$ cat config.mk
export PLATFORM = sky130hd
export DESIGN_NAME = hs_pin_mux
export DESIGN_NICKNAME = d
export VERILOG_FILES = /design/src/rtl/hs_pkg.sv /design/src/rtl/hs_port_state.sv /design/src/rtl/hs_drq_ctrl.sv /design/src/rtl/hs_bus_select.sv /design/src/rtl/hs_pin_mux.sv
export SDC_FILE = /design/constraint.sdc
export NUM_CORES = 1
export LEC_CHECK = 0
export BUFFER_PORTS_ARGS = -buffer_cell sky130_fd_sc_hd__buf_2
export CORE_MARGIN = 3
export CORE_UTILIZATION = 41
export DETAILED_ROUTE_END_ITERATION = 7
export GPL_TIMING_DRIVEN = 0
export PLACE_DENSITY = 0.75
export SYNTH_ARGS = -nofsm -noshare
export SYNTH_HDL_FRONTEND = slang
export SYNTH_SLANG_ARGS = --single-unit
$ cat constraint.sdc
create_clock -name clk -period 1.1 [get_ports clk]
set_input_delay 0.22 -clock clk [delete_from_list [all_inputs] [get_ports clk]]
set_output_delay 0.22 -clock clk [all_outputs]
set_load 0.005 [all_outputs]
$ cat src/rtl/hs_pkg.sv
package hs_pkg;
    localparam int unsigned HS_PORT_W   = 8;
    localparam int unsigned HS_OBF_BIT  = 4;
    localparam int unsigned HS_IBF_BIT  = 5;
    localparam int unsigned HS_DRQ_BIT  = 6;
    localparam int unsigned HS_DACK_BIT = 7;

    typedef struct packed {
        logic flag_en;
        logic dma_en;
    } hs_mode_t;
endpackage

$ cat src/rtl/hs_port_state.sv
module hs_port_state
    import hs_pkg::*;
#(
    parameter int unsigned PORT_W = HS_PORT_W
) (
    input  logic              clk,
    input  logic              rst_n,
    input  logic              flag_stb_i,
    input  logic              dma_stb_i,
    input  logic              we_i,
    input  logic [PORT_W-1:0] wdata_i,
    output logic [PORT_W-1:0] latch_o,
    output hs_mode_t          mode_o
);
    typedef struct packed {
        logic [PORT_W-1:0] latch;
        hs_mode_t          mode;
    } state_t;

    state_t st_d, st_q;

    always_comb begin
        st_d = st_q;
        if (we_i)       st_d.latch        = wdata_i;
        if (flag_stb_i) st_d.mode.flag_en = 1'b1;
        if (dma_stb_i)  st_d.mode.dma_en  = 1'b1;
    end

    always_ff @(posedge clk or negedge rst_n) begin
        if (!rst_n) begin
            st_q.latch <= '1;
            st_q.mode  <= '0;
        end else begin
            st_q <= st_d;
        end
    end

    assign latch_o = st_q.latch;
    assign mode_o  = st_q.mode;

    AST_FLAG_STICKY: assert property (@(posedge clk) disable iff (!rst_n)
        st_q.mode.flag_en |=> st_q.mode.flag_en);
    AST_DMA_STICKY: assert property (@(posedge clk) disable iff (!rst_n)
        st_q.mode.dma_en |=> st_q.mode.dma_en);
endmodule

$ cat src/rtl/hs_drq_ctrl.sv
module hs_drq_ctrl (
    input  logic clk,
    input  logic rst_n,
    input  logic dma_en_i,
    input  logic set_i,
    input  logic restrobe_i,
    input  logic xfer_i,
    output logic drq_o
);
    typedef struct packed {
        logic drq;
    } drq_state_t;

    drq_state_t st_d, st_q;

    always_comb begin
        st_d = st_q;
        if (restrobe_i || xfer_i) st_d.drq = 1'b0;
        if (dma_en_i && set_i)    st_d.drq = 1'b1;
    end

    always_ff @(posedge clk or negedge rst_n) begin
        if (!rst_n) st_q <= '0;
        else        st_q <= st_d;
    end

    assign drq_o = st_q.drq;

    AST_DRQ_ACK_CLEAR: assert property (@(posedge clk) disable iff (!rst_n)
        (xfer_i && !set_i) |=> !drq_o);
    AST_DRQ_RESTROBE: assert property (@(posedge clk) disable iff (!rst_n)
        (restrobe_i && !set_i) |=> !drq_o);
    AST_DRQ_SET_WINS: assert property (@(posedge clk) disable iff (!rst_n)
        (dma_en_i && set_i) |=> drq_o);
    AST_DRQ_NEEDS_MODE: assert property (@(posedge clk) disable iff (!rst_n)
        !dma_en_i |-> !drq_o);
endmodule

$ cat src/rtl/hs_bus_select.sv
module hs_bus_select (
    input  logic dma_en_i,
    input  logic dack_n_i,
    input  logic cs_i,
    input  logic a0_i,
    output logic dack_act_o,
    output logic sel_o,
    output logic a0_o
);
    always_comb begin
        dack_act_o = dma_en_i && !dack_n_i;
        sel_o      = cs_i || dack_act_o;
        a0_o       = dack_act_o ? 1'b0 : a0_i;
    end
endmodule

$ cat src/rtl/hs_pin_mux.sv
module hs_pin_mux
    import hs_pkg::*;
#(
    parameter int unsigned PORT_W   = HS_PORT_W,
    parameter int unsigned OBF_BIT  = HS_OBF_BIT,
    parameter int unsigned IBF_BIT  = HS_IBF_BIT,
    parameter int unsigned DRQ_BIT  = HS_DRQ_BIT,
    parameter int unsigned DACK_BIT = HS_DACK_BIT
) (
    input  logic              clk,
    input  logic              rst_n,
    input  logic              flag_en_stb_i,
    input  logic              dma_en_stb_i,
    input  logic              latch_we_i,
    input  logic [PORT_W-1:0] latch_wdata_i,
    input  logic              obf_i,
    input  logic              ibf_i,
    input  logic              host_cs_i,
    input  logic              host_a0_i,
    input  logic              host_rd_i,
    input  logic              host_wr_i,
    input  logic              dack_n_i,
    output logic [PORT_W-1:0] pin_o,
    output logic              bus_sel_o,
    output logic              bus_a0_o
);
    logic [PORT_W-1:0] latch_q;
    hs_mode_t          mode_q;
    logic              drq_q;
    logic              dack_act;
    logic              xfer_done;
    logic              drq_set;

    hs_port_state #(.PORT_W(PORT_W)) u_state (
        .clk        (clk),
        .rst_n      (rst_n),
        .flag_stb_i (flag_en_stb_i),
        .dma_stb_i  (dma_en_stb_i),
        .we_i       (latch_we_i),
        .wdata_i    (latch_wdata_i),
        .latch_o    (latch_q),
        .mode_o     (mode_q)
    );

    hs_bus_select u_bus (
        .dma_en_i   (mode_q.dma_en),
        .dack_n_i   (dack_n_i),
        .cs_i       (host_cs_i),
        .a0_i       (host_a0_i),
        .dack_act_o (dack_act),
        .sel_o      (bus_sel_o),
        .a0_o       (bus_a0_o)
    );

    assign xfer_done = dack_act && (host_rd_i || host_wr_i);
    assign drq_set   = latch_we_i && latch_wdata_i[DRQ_BIT];

    hs_drq_ctrl u_drq (
        .clk        (clk),
        .rst_n      (rst_n),
        .dma_en_i   (mode_q.dma_en),
        .set_i      (drq_set),
        .restrobe_i (dma_en_stb_i),
        .xfer_i     (xfer_done),
        .drq_o      (drq_q)
    );

    always_comb begin
        pin_o = latch_q;
        if (mode_q.flag_en) begin
            pin_o[OBF_BIT] = latch_q[OBF_BIT] & obf_i;
            pin_o[IBF_BIT] = latch_q[IBF_BIT] & ~ibf_i;
        end
        if (mode_q.dma_en) begin
            pin_o[DRQ_BIT]  = drq_q;
            pin_o[DACK_BIT] = 1'b1;
        end
    end

    AST_OBF_FOLLOW: assert property (@(posedge clk) disable iff (!rst_n)
        (mode_q.flag_en && latch_q[OBF_BIT]) |-> (pin_o[OBF_BIT] == obf_i));
    AST_IBF_FOLLOW: assert property (@(posedge clk) disable iff (!rst_n)
        (mode_q.flag_en && latch_q[IBF_BIT]) |-> (pin_o[IBF_BIT] != ibf_i));
    AST_FLAG_GATE: assert property (@(posedge clk) disable iff (!rst_n)
        (mode_q.flag_en && !latch_q[OBF_BIT]) |-> !pin_o[OBF_BIT]);
    AST_DACK_SELECT: assert property (@(posedge clk) disable iff (!rst_n)
        (mode_q.dma_en && !dack_n_i) |-> (bus_sel_o && !bus_a0_o));
    AST_NO_DMA_SELECT: assert property (@(posedge clk) disable iff (!rst_n)
        !mode_q.dma_en |-> (bus_sel_o == host_cs_i));
endmodule

# --- After elaboration in Yosys (flattened, before gate mapping) ---
# Index checks and enable logic that the tools add are counted.
op_classes:
  n_mux: 5
  bitwise_logic: 3
  n_reduce_logical: 9
op_table:
  columns: ["cell", "n"]
  rows:
  - ["1-bit logical AND", 4]
  - ["2-bit 2-to-1 mux", 2]
  - ["1-bit logical OR", 3]
  - ["1-bit 2-to-1 mux", 3]
  - ["1-bit AND", 2]
  - ["2-bit nonzero test", 1]
  - ["1-bit zero test", 1]
  - ["1-bit NOT", 1]
totals:
  ff_bits: 11
  out_inout_bits: 10
  wordCells: 21

# --- Depth between registers and ports, before layout ---
depth:
  word_depth: 6
  ltp_mapped: 3
  depth_no_buf: 3

# --- Modules after synthesis ---
# From an unflattened synthesis, not the netlist that was laid out.
unflattened:
  hier_cells: 35
  area_unflattened_um2: 528.0
modules_own_cells:
  columns: ["mod", "instances", "cells_each", "area_per_inst_um2"]
  rows:
  - ["hs_port_state", 1, 21, 404.1]
  - ["hs_pin_mux", 1, 7, 53.8]
  - ["hs_drq_ctrl", 1, 3, 37.5]
  - ["hs_bus_select", 1, 4, 32.5]

# --- Worst setup path after synthesis ---
# Ideal clock, no wire load.
synth_path:
  kind: "reg-to-output"
  start: "register u_state.st_q (netlist bit u_state.mode_o[0])"
  end: "output port pin_o[6]"
  arrival_time_ns: 0.707
  required_ns: 0.880
  slack_ns: 0.173
  stages_incl_launch_ff: 2
  path_cell_list: "dfrtp_1 mux2_2"
synth_between:
  elab_chain_len: 1
synth_rtl:
  columns: ["item", "line_no", "text"]
  rows:
  - ["start, declared", "hs_port_state.sv:20", "state_t st_d, st_q;"]
  - ["start signal, assigned", "hs_port_state.sv:34", "st_q <= st_d;"]
  - ["2-bit 2-to-1 mux", "hs_pin_mux.sv:74", "if (mode_q.dma_en) begin"]
  - ["end, declared", "hs_pin_mux.sv:23", "output logic [PORT_W-1:0] pin_o,"]
# Every way passes these cells.

# --- Worst setup path in the final report ---
# Same ends and word-level chain as after synthesis.

==> results.cfg <==
[setup_path]
path_delay_family = flip-flops
critPathBufInv = 1
worstSetupPathType = reg2out
cp_max_fo = 5
endpoint_kind = primary output
cp_cell_sequence = mux2_4, buf_6
cpPeakStageDelay_ps = 440
critPathSlowestCell = dfrtp_2
arrival_ps = 1120
startpoint_type = register
r2r_cells = 3
reg2reg_slack_ps = 160
crit_required_ps = 880
cp.depth = 2

[yosys]
avgSynthCellArea_sq_um = 13.8
synth_seq_cells = 11
synth_area_leaders = dfstp_2 39%, mux2_4 22%, dfrtp_1 14%
synth_ff_type = dfstp_2
synth.distinct_cells = 16
yosys-top-cells-count = 8 x dfstp_2, 8 x mux2_4, 4 x buf_4, 3 x dfrtp_1, 3 x or2_2
synth_fp_nets = 59
synthArstFlopShare_pct = 100
synth_top_area_cell = dfstp_2
syn_area_sq_um = 538
yosysTopAreaCellShare_pct = 39.1
ys_seq_area_share_pct = 53.0
ys_warn_count = 0
synth-edff-count = 0
netlist_instances = 39

[grt]
grt_util_met3_pct = 5.15
grt_use_total_pct = 13.1
grt_max_degree = 12
grt_pass1_vias = 398
grt_antenna_before_repair = 0
grt_pass1_wl_um = 1700
grtUsageMet2_pct = 20.4
grt_overflow = 0
top_usage_layer = met2
use_met1_pct = 15.9

[clocking]
cts_sinks = 11
cts.path.max_buffers = 2
cts_tree = yes
clock_latency_ps = 260
clk_pin_slew_ps = 60
cts_buffers = 3
root_buffer = clkbuf_4
cts_max_level = 1

[sta]
slew_headroom_pct = 84.8
skew_ps = 0.0206
final-setup-viol-count = 10
hold_violations = 0
min_period_ps = 1340
rsz0062_at_grt = true
worst_slack_ps = -238
post-route-period-util_pct = 122
final-max-slew-violation-count = 0
worst_pin_slew_ps = 228
max_freq_mhz = 748
tns_ps = -1020

[die]
initial_core_util_pct = 45.9
core-area_sq_um = 1170
rows = 12
io_pins = 30
die_x_um = 42.2
dieArea_sq_um = 1780
die_h_um = 42.2

[routing]
wirelength_um = 1020
dr.pass1.iters = 3
viasPerCell = 4.52
ant_nets = 0
via_count = 393
drc = 0
wl_per_cell_um = 11.8
initialDrtViolationCount = 8

[worst_hold_path]
hold_depth = 2
hold_path.class = in2reg

[run_status]
status = finished with violations
violations = negative setup slack

[cells_and_area]
area_growth_pct = 47.2
nets = 94
insertedDiodeCount = 0
drive_gt1_share_pct = 82.2
layout.cells.non_filler = 87
final_area_sq_um = 792

[power_and_ir_drop]
power_leakage_nw = 0.400
pwr-share-clk_pct = 27.8
pwr-share-comb_pct = 21.7
switching_share_pct = 21.4
irDropWorstVdd_mv = 0.714
power_switching_w = 0.000203
power_density_nw_per_um2 = 1200
seq_power_share_pct = 50.5
p_int_w = 0.000746

[placement]
pre_cts_ws_ps = 20.6
gp_congestion = 0.631
portBuffers = 28
dp_cells = 81
place_area_sq_um = 696

[run]
cap_violations = 0
layout make-up:
type | instances | area, sq um
inverter | 1 | 3.75
fill | 96 | 379
timing repair buffer | 34 | 225
buffer | 1 | 11.3
sequential | 11 | 287
clock buffer | 4 | 26.3
tap | 14 | 17.5
multi-input combinational | 22 | 221
metal layers:
metal | vias to the layer above | wire length, um
li1 | 193 | -
met4 | 0 | 9
met5 | - | 0
met3 | 3 | 80
met1 | 177 | 409
met2 | 20 | 525
stage by stage:
| stage | hold slack [ps] | util [%] | power [W] |
|---|---|---|---|
| floorplan | -75.6 | - | 0.000578 |
| global placement | 93.6 | 59.4 | 0.000650 |
| detailed placement | 94.5 | 59.4 | 0.000656 |
| CTS | 148 | 65.8 | 0.000956 |
| global route | 133 | 67.6 | 0.00102 |
| finish | 154 | 67.6 | 0.000949 |
what timing repair did:
item / in CTS / in global routing
endpoints found under the setup margin: 10 / 10
gates resized for setup: 9 / 4
endpoints found under the hold margin: 3 / 0
pin swaps: 1 / 1
hold buffers: 1 / 0
buffers inserted: 4 / 1
layout by cell type (no fill, tap or decap):
cell and instances:
or2_4 1, nand2_1 1, dfrtp_2 1, nor2b_1 1, a21boi_2 2, nand2b_1 2
mux2_4 9, o21ai_0 1, buf_2 22, buf_4 5, dfrtp_1 2, or2_2 2
clkbuf_4 3, and2_1 1, nor2_1 1, nand3_1 1, dfstp_2 8, buf_6 7
clkbuf_1 1, dlygate4sd3_1 1, inv_1 1
kinds of logic after synthesis:
group,share of synthesized area (%)
muxes,24.4
and+or+nand+nor,10.5
DFF,53.0
AOI/OAI and AO/OA,3.72
buffers and inverters,8.37
worst paths after layout:
| check | startpoint | to |
|---|---|---|
| max | u_state.mode_o[0] | pin_o[6] |
| min | flag_en_stb_i | u_state.mode_o[1] |
| max reg2reg | u_state.latch_o[1] | u_state.latch_o[1] |
| min reg2reg | u_state.mode_o[1] | u_state.mode_o[1] |
| max in group asynchronous | rst_n | u_state.latch_o[5] |
| min in group asynchronous | rst_n | u_state.mode_o[1] |
registers in the layout, indices dropped and copies added (netlist names):
name / count
u_state.mode_o: 2
u_drq.drq_o: 1
u_state.latch_o: 8
power groups by stage:
stage	Combinational, W	Sequential, W	Clock (W)
after global placement	0.000168	0.000482	0
final	0.000206	0.000479	0.000264
after floorplan	0.000102	0.000477	0
after detailed placement	0.000172	0.000484	0
after CTS	0.000203	0.000479	0.000274
after global routing	0.000224	0.000485	0.000307
(Power assumes the default switching activity.)
